**src/rtl/frt_pkg.sv**
```systemverilog
package frt_pkg;
   typedef logic [2:0] addr_t;
   localparam addr_t A_CTRL = 3'd0;
   localparam addr_t A_STAT = 3'd1;
   localparam addr_t A_PHI  = 3'd2;
   localparam addr_t A_PLO  = 3'd3;
   localparam addr_t A_AHI  = 3'd4;
   localparam addr_t A_ALO  = 3'd5;
   localparam int unsigned N_WIN = 2;
endpackage

```
**src/rtl/frt_prescale.sv**
```systemverilog
module frt_prescale #(
   parameter int unsigned DIV = 4
) (
   input  logic clk,
   input  logic rst_n,
   output logic tick
);
   localparam int unsigned PW = (DIV > 1) ? $clog2(DIV) : 1;
   localparam logic [PW-1:0] LAST = PW'(DIV - 1);
   localparam bit IS_POW2 = (DIV & (DIV - 1)) == 0;

   if (DIV < 2) begin : g_bad_div
      $error("frt_prescale: DIV must be at least 2");
   end

   logic [PW-1:0] pre;

   if (IS_POW2) begin : g_pow2
      // free-wrapping counter, terminal count is all ones
      always_ff @(posedge clk or negedge rst_n) begin
         if (!rst_n) pre <= '0;
         else        pre <= pre + 1'b1;
      end
      assign tick = &pre;
   end else begin : g_mod
      always_ff @(posedge clk or negedge rst_n) begin
         if (!rst_n)          pre <= '0;
         else if (pre == LAST) pre <= '0;
         else                 pre <= pre + 1'b1;
      end
      assign tick = (pre == LAST);
   end


   tick_gap_chk: assert property (@(posedge clk) disable iff (!rst_n)
      tick |=> !tick);
endmodule

```
**src/rtl/frt_counter.sv**
```systemverilog
module frt_counter #(
   parameter int unsigned CNT_W = 16,
   parameter logic [CNT_W-1:0] RST_V = '1
) (
   input  logic             clk,
   input  logic             rst_n,
   input  logic             tick,
   output logic [CNT_W-1:0] cnt,
   output logic             wrap
);
   always_ff @(posedge clk or negedge rst_n) begin
      if (!rst_n)    cnt <= RST_V;
      else if (tick) cnt <= cnt + 1'b1;
   end

   assign wrap = tick & (&cnt);


   cnt_idle_chk: assert property (@(posedge clk) disable iff (!rst_n)
      !tick |=> $stable(cnt));

   cnt_step_chk: assert property (@(posedge clk) disable iff (!rst_n)
      tick |=> (cnt == $past(cnt) + CNT_W'(1)));
endmodule

```
**src/rtl/frt_window.sv**
```systemverilog
module frt_window #(
   parameter int unsigned BUS_W = 8
) (
   input  logic             clk,
   input  logic             rst_n,
   input  logic [BUS_W-1:0] cnt_hi,
   input  logic [BUS_W-1:0] cnt_lo,
   input  logic             hi_rd,
   input  logic             lo_rd,
   output logic [BUS_W-1:0] hi_q,
   output logic [BUS_W-1:0] lo_q
);
   logic             held;
   logic [BUS_W-1:0] lo_latch;

   always_ff @(posedge clk or negedge rst_n) begin
      if (!rst_n) begin
         held     <= 1'b0;
         lo_latch <= '0;
      end else if (hi_rd) begin
         held     <= 1'b1;
         lo_latch <= cnt_lo;
      end else if (lo_rd) begin
         held     <= 1'b0;
      end
   end

   assign hi_q = cnt_hi;
   assign lo_q = held ? lo_latch : cnt_lo;


   capture_chk: assert property (@(posedge clk) disable iff (!rst_n)
      hi_rd |=> (held && lo_latch == $past(cnt_lo)));

   hold_chk: assert property (@(posedge clk) disable iff (!rst_n)
      (held && !hi_rd) |=> $stable(lo_latch));

   release_chk: assert property (@(posedge clk) disable iff (!rst_n)
      (lo_rd && !hi_rd) |=> !held);
endmodule

```
**src/rtl/frt_ovf.sv**
```systemverilog
module frt_ovf (
   input  logic clk,
   input  logic rst_n,
   input  logic set_evt,
   input  logic stat_rd,
   input  logic plo_rd,
   output logic flag
);
   logic armed;

   always_ff @(posedge clk or negedge rst_n) begin
      if (!rst_n) begin
         armed <= 1'b0;
         flag  <= 1'b0;
      end else begin
         if (set_evt)              armed <= 1'b0;
         else if (plo_rd)          armed <= 1'b0;
         else if (stat_rd && flag) armed <= 1'b1;

         if (set_evt)              flag <= 1'b1;
         else if (plo_rd && armed) flag <= 1'b0;
      end
   end


   set_wins_chk: assert property (@(posedge clk) disable iff (!rst_n)
      set_evt |=> flag);

   rearm_cancel_chk: assert property (@(posedge clk) disable iff (!rst_n)
      set_evt |=> !armed);

   clear_chk: assert property (@(posedge clk) disable iff (!rst_n)
      (plo_rd && armed && !set_evt) |=> !flag);

   sticky_chk: assert property (@(posedge clk) disable iff (!rst_n)
      (flag && !plo_rd) |=> flag);
endmodule

```
**src/rtl/frt_timer.sv**
```systemverilog
module frt_timer #(
   parameter int unsigned BUS_W     = 8,
   parameter int unsigned PRESCALE  = 4,
   parameter int unsigned RESET_VAL = 'hFFFC
) (
   input  logic             clk,
   input  logic             rst_n,
   input  logic             rd_en,
   input  logic             wr_en,
   input  logic [2:0]       addr,
   input  logic [BUS_W-1:0] wdata,
   output logic [BUS_W-1:0] rdata,
   output logic             irq
);
   import frt_pkg::*;

   localparam int unsigned CNT_W = 2 * BUS_W;
   localparam logic [CNT_W-1:0] RST_V = CNT_W'(RESET_VAL);

   if (BUS_W < 2 || BUS_W > 16) begin : g_bad_bus
      $error("frt_timer: BUS_W out of range");
   end

   logic             tick, wrap, flag, ie;
   logic [CNT_W-1:0] cnt;
   logic [N_WIN-1:0] hi_rd_v, lo_rd_v;
   logic [BUS_W-1:0] win_hi [N_WIN];
   logic [BUS_W-1:0] win_lo [N_WIN];
   logic             unused_wdata;

   assign unused_wdata = ^wdata[BUS_W-1:1];

   frt_prescale #(.DIV(PRESCALE)) u_pre (
      .clk(clk), .rst_n(rst_n), .tick(tick));

   frt_counter #(.CNT_W(CNT_W), .RST_V(RST_V)) u_cnt (
      .clk(clk), .rst_n(rst_n), .tick(tick), .cnt(cnt), .wrap(wrap));

   // window 0 = primary, window 1 = alternate
   assign hi_rd_v = {rd_en && (addr == A_AHI), rd_en && (addr == A_PHI)};
   assign lo_rd_v = {rd_en && (addr == A_ALO), rd_en && (addr == A_PLO)};

   for (genvar gi = 0; gi < N_WIN; gi++) begin : g_win
      frt_window #(.BUS_W(BUS_W)) u_win (
         .clk(clk), .rst_n(rst_n),
         .cnt_hi(cnt[CNT_W-1:BUS_W]), .cnt_lo(cnt[BUS_W-1:0]),
         .hi_rd(hi_rd_v[gi]), .lo_rd(lo_rd_v[gi]),
         .hi_q(win_hi[gi]), .lo_q(win_lo[gi]));
   end

   frt_ovf u_ovf (
      .clk(clk), .rst_n(rst_n), .set_evt(wrap),
      .stat_rd(rd_en && (addr == A_STAT)),
      .plo_rd(lo_rd_v[0]), .flag(flag));

   always_ff @(posedge clk or negedge rst_n) begin
      if (!rst_n)                         ie <= 1'b0;
      else if (wr_en && addr == A_CTRL)   ie <= wdata[0];
   end

   assign irq = flag & ie;

   always_comb begin
      rdata = '0;
      if (rd_en) begin
         case (addr)
            A_CTRL:  rdata = {{(BUS_W-1){1'b0}}, ie};
            A_STAT:  rdata = {flag, {(BUS_W-1){1'b0}}};
            A_PHI:   rdata = win_hi[0];
            A_PLO:   rdata = win_lo[0];
            A_AHI:   rdata = win_hi[1];
            A_ALO:   rdata = win_lo[1];
            default: rdata = '0;
         endcase
      end
   end


   alt_no_flag_chk: assert property (@(posedge clk) disable iff (!rst_n)
      (rd_en && (addr == A_AHI || addr == A_ALO) && !wrap) |=> $stable(flag));

   rd_no_count_chk: assert property (@(posedge clk) disable iff (!rst_n)
      (rd_en && !tick) |=> $stable(cnt));
endmodule

```
**config.mk**
```make
export PLATFORM = sky130hd
export DESIGN_NAME = frt_timer
export DESIGN_NICKNAME = d
export VERILOG_FILES = /design/src/rtl/frt_pkg.sv /design/src/rtl/frt_prescale.sv /design/src/rtl/frt_counter.sv /design/src/rtl/frt_window.sv /design/src/rtl/frt_ovf.sv /design/src/rtl/frt_timer.sv
export SDC_FILE = /design/constraint.sdc
export NUM_CORES = 1
export LEC_CHECK = 0
export ABC_AREA = 1
export BUFFER_PORTS_ARGS = -buffer_cell sky130_fd_sc_hd__buf_2
export CAP_MARGIN = 20
export CORE_MARGIN = 2
export CORE_UTILIZATION = 34
export CTS_BUF_LIST = sky130_fd_sc_hd__clkbuf_16
export DETAILED_ROUTE_END_ITERATION = 16
export SYNTH_ARGS = -nofsm -noshare
export SYNTH_HDL_FRONTEND = slang
export SYNTH_HIERARCHICAL = 1
export SYNTH_SLANG_ARGS = --single-unit
```
**constraint.sdc**
```tcl
create_clock -name clk -period 2.4 [get_ports clk]
set_input_delay 0.36 -clock clk [delete_from_list [all_inputs] [get_ports clk]]
set_output_delay 0.36 -clock clk [all_outputs]
set_load 0.1 [all_outputs]
```
==> results of run 1 <==
==> cell usage after synthesis (all sizes together) <==
cell type / instances
nand2: 162
inv: 37
nor2: 35
buf: 26
dfrtp: 25
nand3: 24
nand4: 16
dfstp: 14
o21ai: 7
xnor2: 7
ha: 2
xor2: 2
clkbuf: 1
nor3: 1
nor3b: 1
nor4: 1
o21bai: 1
==> through the flow <==
| stage | instance area [sq um] | hold slack [ps] |
|---|---|---|
| floorplan | 2570 | 64.4 |
| global placement | 2690 | 414 |
| detailed placement | 2690 | 422 |
| CTS | 2830 | 232 |
| global route | 2830 | 276 |
| finish | 2830 | 182 |
==> how the worst min path moves through the flow <==
stage	to	slack (ps)	cells past startpoint
after floorplan	g_win[0].u_win/held	60	0
after global placement	u_pre/pre[0]	410	1
after detailed placement	u_pre/pre[0]	420	1
after CTS	u_ovf/flag	230	1
after global routing	ie	280	1
final	u_ovf/flag	180	1
==> worst register-to-register path: cells and delay by family, from the launching register on <==
family / cells / cell delay (ps)
adders and majority gates: 1 / 270
and+or+nand+nor: 6 / 790
buffers and inverters: 1 / 30
DFF: 1 / 520
==> layout make-up <==
type	instances	area, sq um	area share (%)
Tap cell	99	124	4.37
Sequential cell	39	993	35.1
Timing Repair Buffer	18	215	7.60
Inverter	37	139	4.90
Multi-Input combinational cell	259	1220	43.1
Clock buffer	5	125	4.42
Clock inverter	3	15.0	0.530
==> where the power goes <==
| part | switching (mW) | internal (mW) | total, mW |
|---|---|---|---|
| clock network | 0.251 | 0.377 | 0.629 |
| registers | 0.0393 | 0.699 | 0.739 |
| logic | 0.151 | 0.0624 | 0.213 |
| total | 0.442 | 1.14 | 1.58 |
==> routing by layer <==
metal  track usage [%]  vias to the layer above  part of all wire, %
li1                  -                     1097                    -
met1              19.3                      986                   49
met2              23.1                       40                   47
met3              2.25                        4                  3.2
met4              5.00                        0                  1.1
met5                 0                        -                    0
==> state kept, by name, indices dropped and copies added, names as in the netlist <==
register,count
u_ovf/armed,1
u_pre/pre,2
u_ovf/flag,1
ie,1
u_cnt/cnt,16
g_win.u_win/held,2
g_win.u_win/lo_latch,16
==> logic make-up after synthesis <==
group           Yosys count  share of synthesized area [%]
xor+xnor                  9                           3.09
buf+inv                  64                           13.9
flops                    39                           39.0
fa+ha+maj                 2                          0.981
simple gates            240                           41.4
compound gates            8                           1.67
==> impl_results.md, run 1 <==
* Worst min path class: in -> async
* Worst setup timing slack at the placement stage at 369 ps
* Worst reg2reg setup slack at 690 ps
* Yosys cell types at 26
* Crit-path cells: inv_2 > nand2_1 > nand2_1 > inv_1 > o21ai_0 > nor2_1 > nor2_2 > buf_12
* Net Count, Synth at 379
* Number of top-level design ports at 24
* Crit path arrival time at 1700 ps
* Maximum operating frequency at 485 MHz
* Shortest clock period the worst path allows after layout at 2060 ps
* Maximum clock insertion buffer count at 2
* Overall fraction of global-route tracks in use at 14.3%
* Total power divided by cell area at 558 nW/um^2
* Family with the most delay on the worst path: flip-flops
* CTS tree: done
* Number of register bits inferred by synthesis at 39
* Lkg Pwr at 1.34 nW
* Max Cap Violations at 0
* Run status: finished, final reports clean
* Sum of negative setup slack at 0 ps
* Cell type contributing the most total cell area after synthesis: dfrtp_1
* Routed vias/inst at 4.62
* Type of element launching the critical path: flop
* Post-Syn Instances at 362
* Sequential fraction of the synthesis area at 39.0%
* Destination of the critical timing path: rdata[4]
* Antenna Diode Count at 0
* Inserted Clock Buffers at 5
* Post-synthesis instance area at 2550 sq um
* Final Hold Violating Endpoints at 0
* Die W at 90.6 um
* Number of warnings printed during yosys synthesis at 6
* Wire length of the first global-routing pass at 9460 um
* Top cell type's share of synthesized area at 24.5%
* Count of final max-slew check failures at 0
* Largest net degree at the start of global routing at 40
* Routed length per placed instance at 11.7 um
* Number of global-route vias before repair at 1,947
* Net count reported at finish at 377
* Final estimated routing congestion in global placement at 0.849
* Number of port buffers at 16
* Die extent in y at 90.6 um
* R2R depth at 8
* Root buffer selected by CTS: clkbuf_16
* Top cells by area, synth: dfrtp_1 25%, nand2_1 24%, dfstp_2 14%, buf_4 5.3%, inv_1 4.7%
* DRT antenna net count at 0
* Postcts setup bufs at 0
* Number of antenna violations at the first check in global routing at 0
* Detailed-route via count at 2,127
* Max incr delay on CP at 490 ps
* Count of placed standard cells in the final layout, fillers left out at 460
* RR Endpoint: u_ovf/armed
* Initial detailed-routing violation count at 129
* Clock transition time at the flip-flop clock pins of the worst setup and hold paths at 60 ps
* Source-to-sink clock delay at the later pin of the worst-skew pair at 280 ps
* Setup slack of the critical path after layout at 339 ps
* Clock sink count at 39
* Die Footprint at 8210 sq um
* Iteration count of the initial detailed-routing pass at 4
* Origin of the worst setup path: g_win[1].u_win/held
* Worst-case headroom to the max-slew limit at 43.1%
* Critical-path cell with the highest stage delay: dfrtp_1
* Core Area at 7250 sq um
* Worst supply voltage drop on vdd at 0.300 mV
* Fraction of layout instances using a drive strength above 1 at 17.5%
* Largest driver fanout on the critical path at 10
* Cells after DPL at 452
* Critical path depth in cells at 8
* Class of the most critical setup path: reg -> out
* Post-Route WL at 5400 um
* Category of the worst setup path capture point: output pin
* Average instance area after synthesis at 7.04 sq um
* Transition time at the pin with the least slew margin at 853 ps
* Worst EP required at 2040 ps
* Buffers and inverters on the worst path at 3
* Fill cell total of the finished layout at 783
* Commonest cells after routing, fill and taps aside: 161 x nand2_1, 32 x inv_1, 25 x dfrtp_1
* Total global routing overflow at 0
* Crit path top cell by count: nand2_1
* # H-tree levels at 2
* Number of buffers inserted for hold repair after clock tree synthesis at 0
* Total DRC errors in the routed layout at 0
* Setup repair after global routing missed its margin: no
* Most common library cell in the layout ignoring fill and taps: nand2_1
* Initial Util at 35.2%
* Number of endpoints failing setup at the final stage at 0
* Reg2reg start: u_cnt/cnt[0]
* Clock tree skew after final layout at 2.02 ps
* Sum of net half-perimeters after detailed placement at 3880 um
* Layout-stage area growth over the synthesis result at 11.1%
* Portion of the clock cycle consumed by the worst path in the final layout at 85.9%
* CTS resizes at 0
* Number of cell rows at 31
* Post-layout total power at 1.58 mW
* Fin util at 39.1%
Note: power is estimated with default switching activity, not from simulation.
==> run 2, diff against run 1 <==
--- a/config.mk
+++ b/config.mk
@@ -11,7 +11,9 @@
 export CORE_MARGIN = 2
 export CORE_UTILIZATION = 34
 export CTS_BUF_LIST = sky130_fd_sc_hd__clkbuf_16
+export CTS_CLUSTER_SIZE = 30
 export DETAILED_ROUTE_END_ITERATION = 16
+export PLACE_DENSITY = 0.51
 export SYNTH_ARGS = -nofsm -noshare
 export SYNTH_HDL_FRONTEND = slang
 export SYNTH_HIERARCHICAL = 1
==> impl_results.md, run 2 (synthesis results as in run 1) <==
* Run status: finished, final reports clean
* Total power divided by cell area at 565 nW/um^2
* Sum of net half-perimeters after detailed placement at 4030 um
* Detailed-route via count at 2,080
* DRT antenna net count at 0
* Root buffer selected by CTS: clkbuf_16
* Buffers and inverters on the worst path at 2
* Portion of the clock cycle consumed by the worst path in the final layout at 86.0%
* Clock tree skew after final layout at 2.10 ps
* Maximum clock insertion buffer count at 2
* Postcts setup bufs at 0
* Worst supply voltage drop on vdd at 0.271 mV
* Overall fraction of global-route tracks in use at 14.5%
* Total global routing overflow at 0
* Number of port buffers at 16
* Routed vias/inst at 4.52
* Die W at 90.6 um
* CTS resizes at 0
* Category of the worst setup path capture point: output pin
* Storage cell area at 993 sq um
* Transition time at the pin with the least slew margin at 862 ps
* Fraction of layout instances using a drive strength above 1 at 17.5%
* Setup slack of the critical path after layout at 335 ps
* Core Area at 7250 sq um
* Seq pwr share at 46.2%
* Number of top-level design ports at 24
* Max incr delay on CP at 500 ps
* Initial Util at 35.2%
* Maximum operating frequency at 484 MHz
* Family with the most delay on the worst path: simple AND/OR/NAND/NOR gates
* Worst-case headroom to the max-slew limit at 42.6%
* Fill cell total of the finished layout at 794
* Number of buffers inserted for hold repair after clock tree synthesis at 0
* Final estimated routing congestion in global placement at 0.792
* Clock transition time at the flip-flop clock pins of the worst setup and hold paths at 60 ps
* Largest driver fanout on the critical path at 10
* Final Hold Violating Endpoints at 0
* Type of element launching the critical path: flop
* Net count reported at finish at 377
* Count of final max-slew check failures at 0
* Wire length of the first global-routing pass at 9520 um
* Internal at 1.14 mW
* Worst min path class: in -> async
* Inserted Clock Buffers at 5
* Sw power at 461 uW
* Class of the most critical setup path: reg -> out
* Shortest clock period the worst path allows after layout at 2070 ps
* Post-layout total power at 1.60 mW
* Crit path arrival time at 1710 ps
* Lkg Pwr at 1.34 nW
* Antenna Diode Count at 0
* # H-tree levels at 2
* Net switching share of the total power at 28.8%
* Commonest cells after routing, fill and taps aside: 161 x nand2_1, 32 x inv_1, 25 x dfrtp_1
* Die Footprint at 8210 sq um
* Max Cap Violations at 0
* Source-to-sink clock delay at the later pin of the worst-skew pair at 280 ps
* Sum of negative setup slack at 0 ps
* Footprint of the multi-input gates at 1220 sq um
* Number of antenna violations at the first check in global routing at 0
* Crit path top cell by count: nand2_1
* Largest net degree at the start of global routing at 40
* Post-Route WL at 5510 um
* Critical-path cell with the highest stage delay: dfrtp_1
* Worst EP required at 2040 ps
* Share of power burned in the clock network at 40.3%
* CTS tree: done
* Power share of the combinational group at 13.5%
* Number of global-route vias before repair at 1,929
* Die extent in y at 90.6 um
* Largest regs: g_win.u_win/lo_latch (16), u_cnt/cnt (16)
* Iteration count of the initial detailed-routing pass at 4
* Routed length per placed instance at 12.0 um
* Clock sink count at 39
* Number of endpoints failing setup at the final stage at 0
* Layout-stage area growth over the synthesis result at 11.1%
* Setup repair after global routing missed its margin: no
* Total DRC errors in the routed layout at 0
* Most common library cell in the layout ignoring fill and taps: nand2_1
* Worst setup timing slack at the placement stage at 422 ps
* Initial detailed-routing violation count at 108
* Crit-path cells: inv_2 > nand2_1 > nand2_1 > nand4_1 > nand3_1 > nor2_1 > nor2_2 > buf_12
* Number of cell rows at 31
## run 2: per-layer routing
layer / GRT usage (%) / part of all wire, % / vias to the layer above
li1: - / - / 1096
met1: 19.9 / 50 / 951
met2: 22.9 / 45 / 26
met3: 3.26 / 3.7 / 7
met4: 4.23 / 1.3 / 0
met5: 0 / 0 / -
## run 2: worst paths after layout
check | start | end | slack (ps) | depth (start not counted)
max | g_win[0].u_win/held | rdata[0] | 330 | 8
max in group asynchronous | rst_n | g_win[1].u_win/lo_latch[6] | 1670 | 1
min | rst_n | ie | 180 | 1
min in group clk | wdata[0] | ie | 330 | 3
min reg2reg | u_pre/pre[0] | u_pre/pre[0] | 420 | 1
max reg2reg | u_cnt/cnt[0] | u_ovf/armed | 740 | 8
## run 2: power by group through the flow
stage | clock (mW) | sequential, mW | combinational [mW]
2_1_floorplan | 0 | 0.728 | 0.183
3_3_place_gp | 0 | 0.749 | 0.215
3_5_place_dp | 0 | 0.750 | 0.217
4_1_cts | 0.660 | 0.738 | 0.218
5_1_grt | 0.698 | 0.745 | 0.242
6_report | 0.646 | 0.739 | 0.216
## run 2: worst register-to-register path: stages, from the launching register on
cell,delay (ps)
dfrtp_1,510
ha_1,250
nand3_1,130
nor2_4,180
nand3_1,120
nor2_1,220
nor2_2,50
nand2_1,70
inv_1,30
## run 2: layout make-up
| type | instances | area share, % |
|---|---|---|
| repair buffers | 18 | 7.60 |
| clock buffers | 5 | 4.42 |
| multi-input cells | 259 | 43.1 |
| inverters | 37 | 4.90 |
| well taps | 99 | 4.37 |
| flip-flops and latches | 39 | 35.1 |
| clock inverters | 3 | 0.530 |
## run 2: per-stage QoR
step	instance area, sq um	std cells	hold slack (ps)	util (%)
final	2830	460	178	39.1
after global routing	2830	460	270	39.1
after CTS	2830	460	249	39.1
after detailed placement	2690	452	416	37.1
after global placement	2690	452	415	37.1
after floorplan	2570	362	64.4	-
==> run 3, diff against run 2 <==
--- a/config.mk
+++ b/config.mk
@@ -8,12 +8,15 @@
 export ABC_AREA = 1
 export BUFFER_PORTS_ARGS = -buffer_cell sky130_fd_sc_hd__buf_2
 export CAP_MARGIN = 20
+export CELL_PAD_IN_SITES_DETAIL_PLACEMENT = 0
+export CELL_PAD_IN_SITES_GLOBAL_PLACEMENT = 2
 export CORE_MARGIN = 2
 export CORE_UTILIZATION = 34
 export CTS_BUF_LIST = sky130_fd_sc_hd__clkbuf_16
 export CTS_CLUSTER_SIZE = 30
 export DETAILED_ROUTE_END_ITERATION = 16
-export PLACE_DENSITY = 0.51
+export PLACE_DENSITY = 0.8
+export RECOVER_POWER = 25
 export SYNTH_ARGS = -nofsm -noshare
 export SYNTH_HDL_FRONTEND = slang
 export SYNTH_HIERARCHICAL = 1
==> impl_results.md, run 3 (synthesis results as in run 1) <==
* Net switching share of the total power at 29.1%
* Maximum operating frequency at 479 MHz
* Category of the worst setup path capture point: output pin
* Die extent in y at 90.6 um
* Cell area reported after detailed placement at 2710 sq um
* Max Cap Violations at 0
* Layout-stage area growth over the synthesis result at 11.6%
* Overall fraction of global-route tracks in use at 15.8%
* Seq pwr share at 45.7%
* Maximum clock insertion buffer count at 2
* Lkg Pwr at 1.36 nW
* Setup slack of the critical path after layout at 314 ps
* Antenna Diode Count at 0
* Root buffer selected by CTS: clkbuf_16
* RR Endpoint: u_ovf/armed
* Sum of net half-perimeters after detailed placement at 4340 um
* Largest net degree at the start of global routing at 40
* Sum of negative setup slack at 0 ps
* Inserted Clock Buffers at 5
* Number of cell rows at 31
* Crit-path cells: inv_2 > nand2_1 > nand2_1 > nand4_1 > nand2_1 > nor2_1 > nor2_2 > buf_12
* Total DRC errors in the routed layout at 0
* Type of element launching the critical path: flop
* Share of power burned in the clock network at 40.7%
* Initial detailed-routing violation count at 124
* Number of endpoints failing setup at the final stage at 0
* Origin of the worst setup path: g_win[0].u_win/held
* Run status: finished, final reports clean
* Critical-path cell with the highest stage delay: dfrtp_1
* Storage cell area at 993 sq um
* Class of the most critical setup path: reg -> out
* Source-to-sink clock delay at the later pin of the worst-skew pair at 280 ps
* Internal at 1.15 mW
* DRT antenna net count at 0
* Net count reported at finish at 379
* Routed length per placed instance at 13.0 um
* Transition time at the pin with the least slew margin at 920 ps
* Clock tree skew after final layout at 6.36 ps
* R2R depth at 8
* Number of top-level design ports at 24
* Portion of the clock cycle consumed by the worst path in the final layout at 86.9%
* Final non-filler cell area at 2850 sq um
* Clock transition time at the flip-flop clock pins of the worst setup and hold paths at 60 ps
* Worst EP required at 2040 ps
* Shortest clock period the worst path allows after layout at 2090 ps
* Reg2reg start: u_cnt/cnt[0]
* Total global routing overflow at 0
* Largest driver fanout on the critical path at 10
* Number of port buffers at 16
* Worst supply voltage drop on vdd at 0.326 mV
* Largest regs: g_win.u_win/lo_latch (16), u_cnt/cnt (16)
* Worst setup timing slack at the placement stage at 513 ps
* Worst min path class: in -> async
* CTS resizes at 0
* Routed vias/inst at 4.59
* Iteration count of the initial detailed-routing pass at 4
* Total power divided by cell area at 568 nW/um^2
* Fill cell total of the finished layout at 786
* Post-Route WL at 6010 um
* Commonest cells after routing, fill and taps aside: 161 x nand2_1, 32 x inv_1, 25 x dfrtp_1
* Die W at 90.6 um
* Footprint of the multi-input gates at 1220 sq um
* Final estimated routing congestion in global placement at 0.803
* Sw power at 470 uW
* Detailed-route via count at 2,121
* Power share of the combinational group at 13.6%
* Clock sink count at 39
* Worst reg2reg setup slack at 670 ps
* Wire length of the first global-routing pass at 10,300 um
* Fraction of layout instances using a drive strength above 1 at 17.9%
* Setup repair after global routing missed its margin: no
* Number of antenna violations at the first check in global routing at 0
* # H-tree levels at 2
* Destination of the critical timing path: rdata[3]
* Crit path top cell by count: nand2_1
* Worst-case headroom to the max-slew limit at 38.7%
* Postcts setup bufs at 0
* Number of buffers inserted for hold repair after clock tree synthesis at 0
* Count of final max-slew check failures at 0
* Core Area at 7250 sq um
* Most common library cell in the layout ignoring fill and taps: nand2_1
* Number of global-route vias before repair at 2,017
* Max incr delay on CP at 490 ps
* Initial Util at 35.2%
* Die Footprint at 8210 sq um
* CTS tree: done
* Final Hold Violating Endpoints at 0
* Crit path arrival time at 1730 ps
## run 3: cell count changes in the layout (fill, tap and decap cells not counted), sizes merged
cell      delta
buf          +1
clkbuf       +1
clkinvlp     -1
inv          +1
## run 3: how the worst min path moves through the flow
stage                 start                          to  slack (ps)  depth (start not counted)
6_report              rst_n  g_win[0].u_win/lo_latch[0]         200                          1
5_1_grt               rst_n  g_win[0].u_win/lo_latch[0]         300                          1
4_1_cts               rst_n  g_win[0].u_win/lo_latch[0]         250                          1
3_5_place_dp   u_pre/pre[0]                u_pre/pre[0]         420                          1
3_3_place_gp   u_pre/pre[0]                u_pre/pre[0]         410                          1
2_1_floorplan         rst_n         g_win[0].u_win/held          60                          0
## run 3: worst max-delay path: cells and delay by family (launching register included)
| family | cells | cell delay (ps) |
|---|---|---|
| buffers and inverters | 2 | 380 |
| flip-flops | 1 | 490 |
| AND/OR/NAND/NOR | 6 | 560 |
## run 3: layout make-up
class                           count  share of cell area (%)
Clock buffer                        5                    4.40
Clock inverter                      3                   0.615
Inverter                           37                    4.88
Multi-Input combinational cell    259                    42.9
Sequential cell                    39                    34.9
Tap cell                           99                    4.35
Timing Repair Buffer               20                    7.96
## run 3: per-stage QoR
| stage | power [mW] | std cells | hold WS [ps] | utilization (%) |
|---|---|---|---|---|
| after CTS | 1.65 | 462 | 250 | 39.3 |
| after detailed placement | 0.975 | 454 | 422 | 37.3 |
| final | 1.62 | 462 | 200 | 39.2 |
| after global placement | 0.973 | 454 | 412 | 37.3 |
| after floorplan | 0.911 | 362 | 64.4 | - |
| after global routing | 1.70 | 462 | 297 | 39.2 |
## run 3: routing by layer
metal | share of wire, % | up-vias | track usage (%)
met3 | 3.2 | 5 | 3.17
met5 | 0 | - | 0
li1 | - | 1102 | -
met4 | 1.2 | 0 | 4.23
met1 | 50 | 977 | 21.8
met2 | 46 | 37 | 25.1
## run 3: power groups by stage
| stage | clock [mW] | sequential, mW | combinational (mW) |
|---|---|---|---|
| after floorplan | 0 | 0.728 | 0.183 |
| after global placement | 0 | 0.750 | 0.224 |
| after detailed placement | 0 | 0.750 | 0.225 |
| after CTS | 0.685 | 0.739 | 0.225 |
| after global routing | 0.708 | 0.744 | 0.246 |
| final | 0.657 | 0.739 | 0.220 |
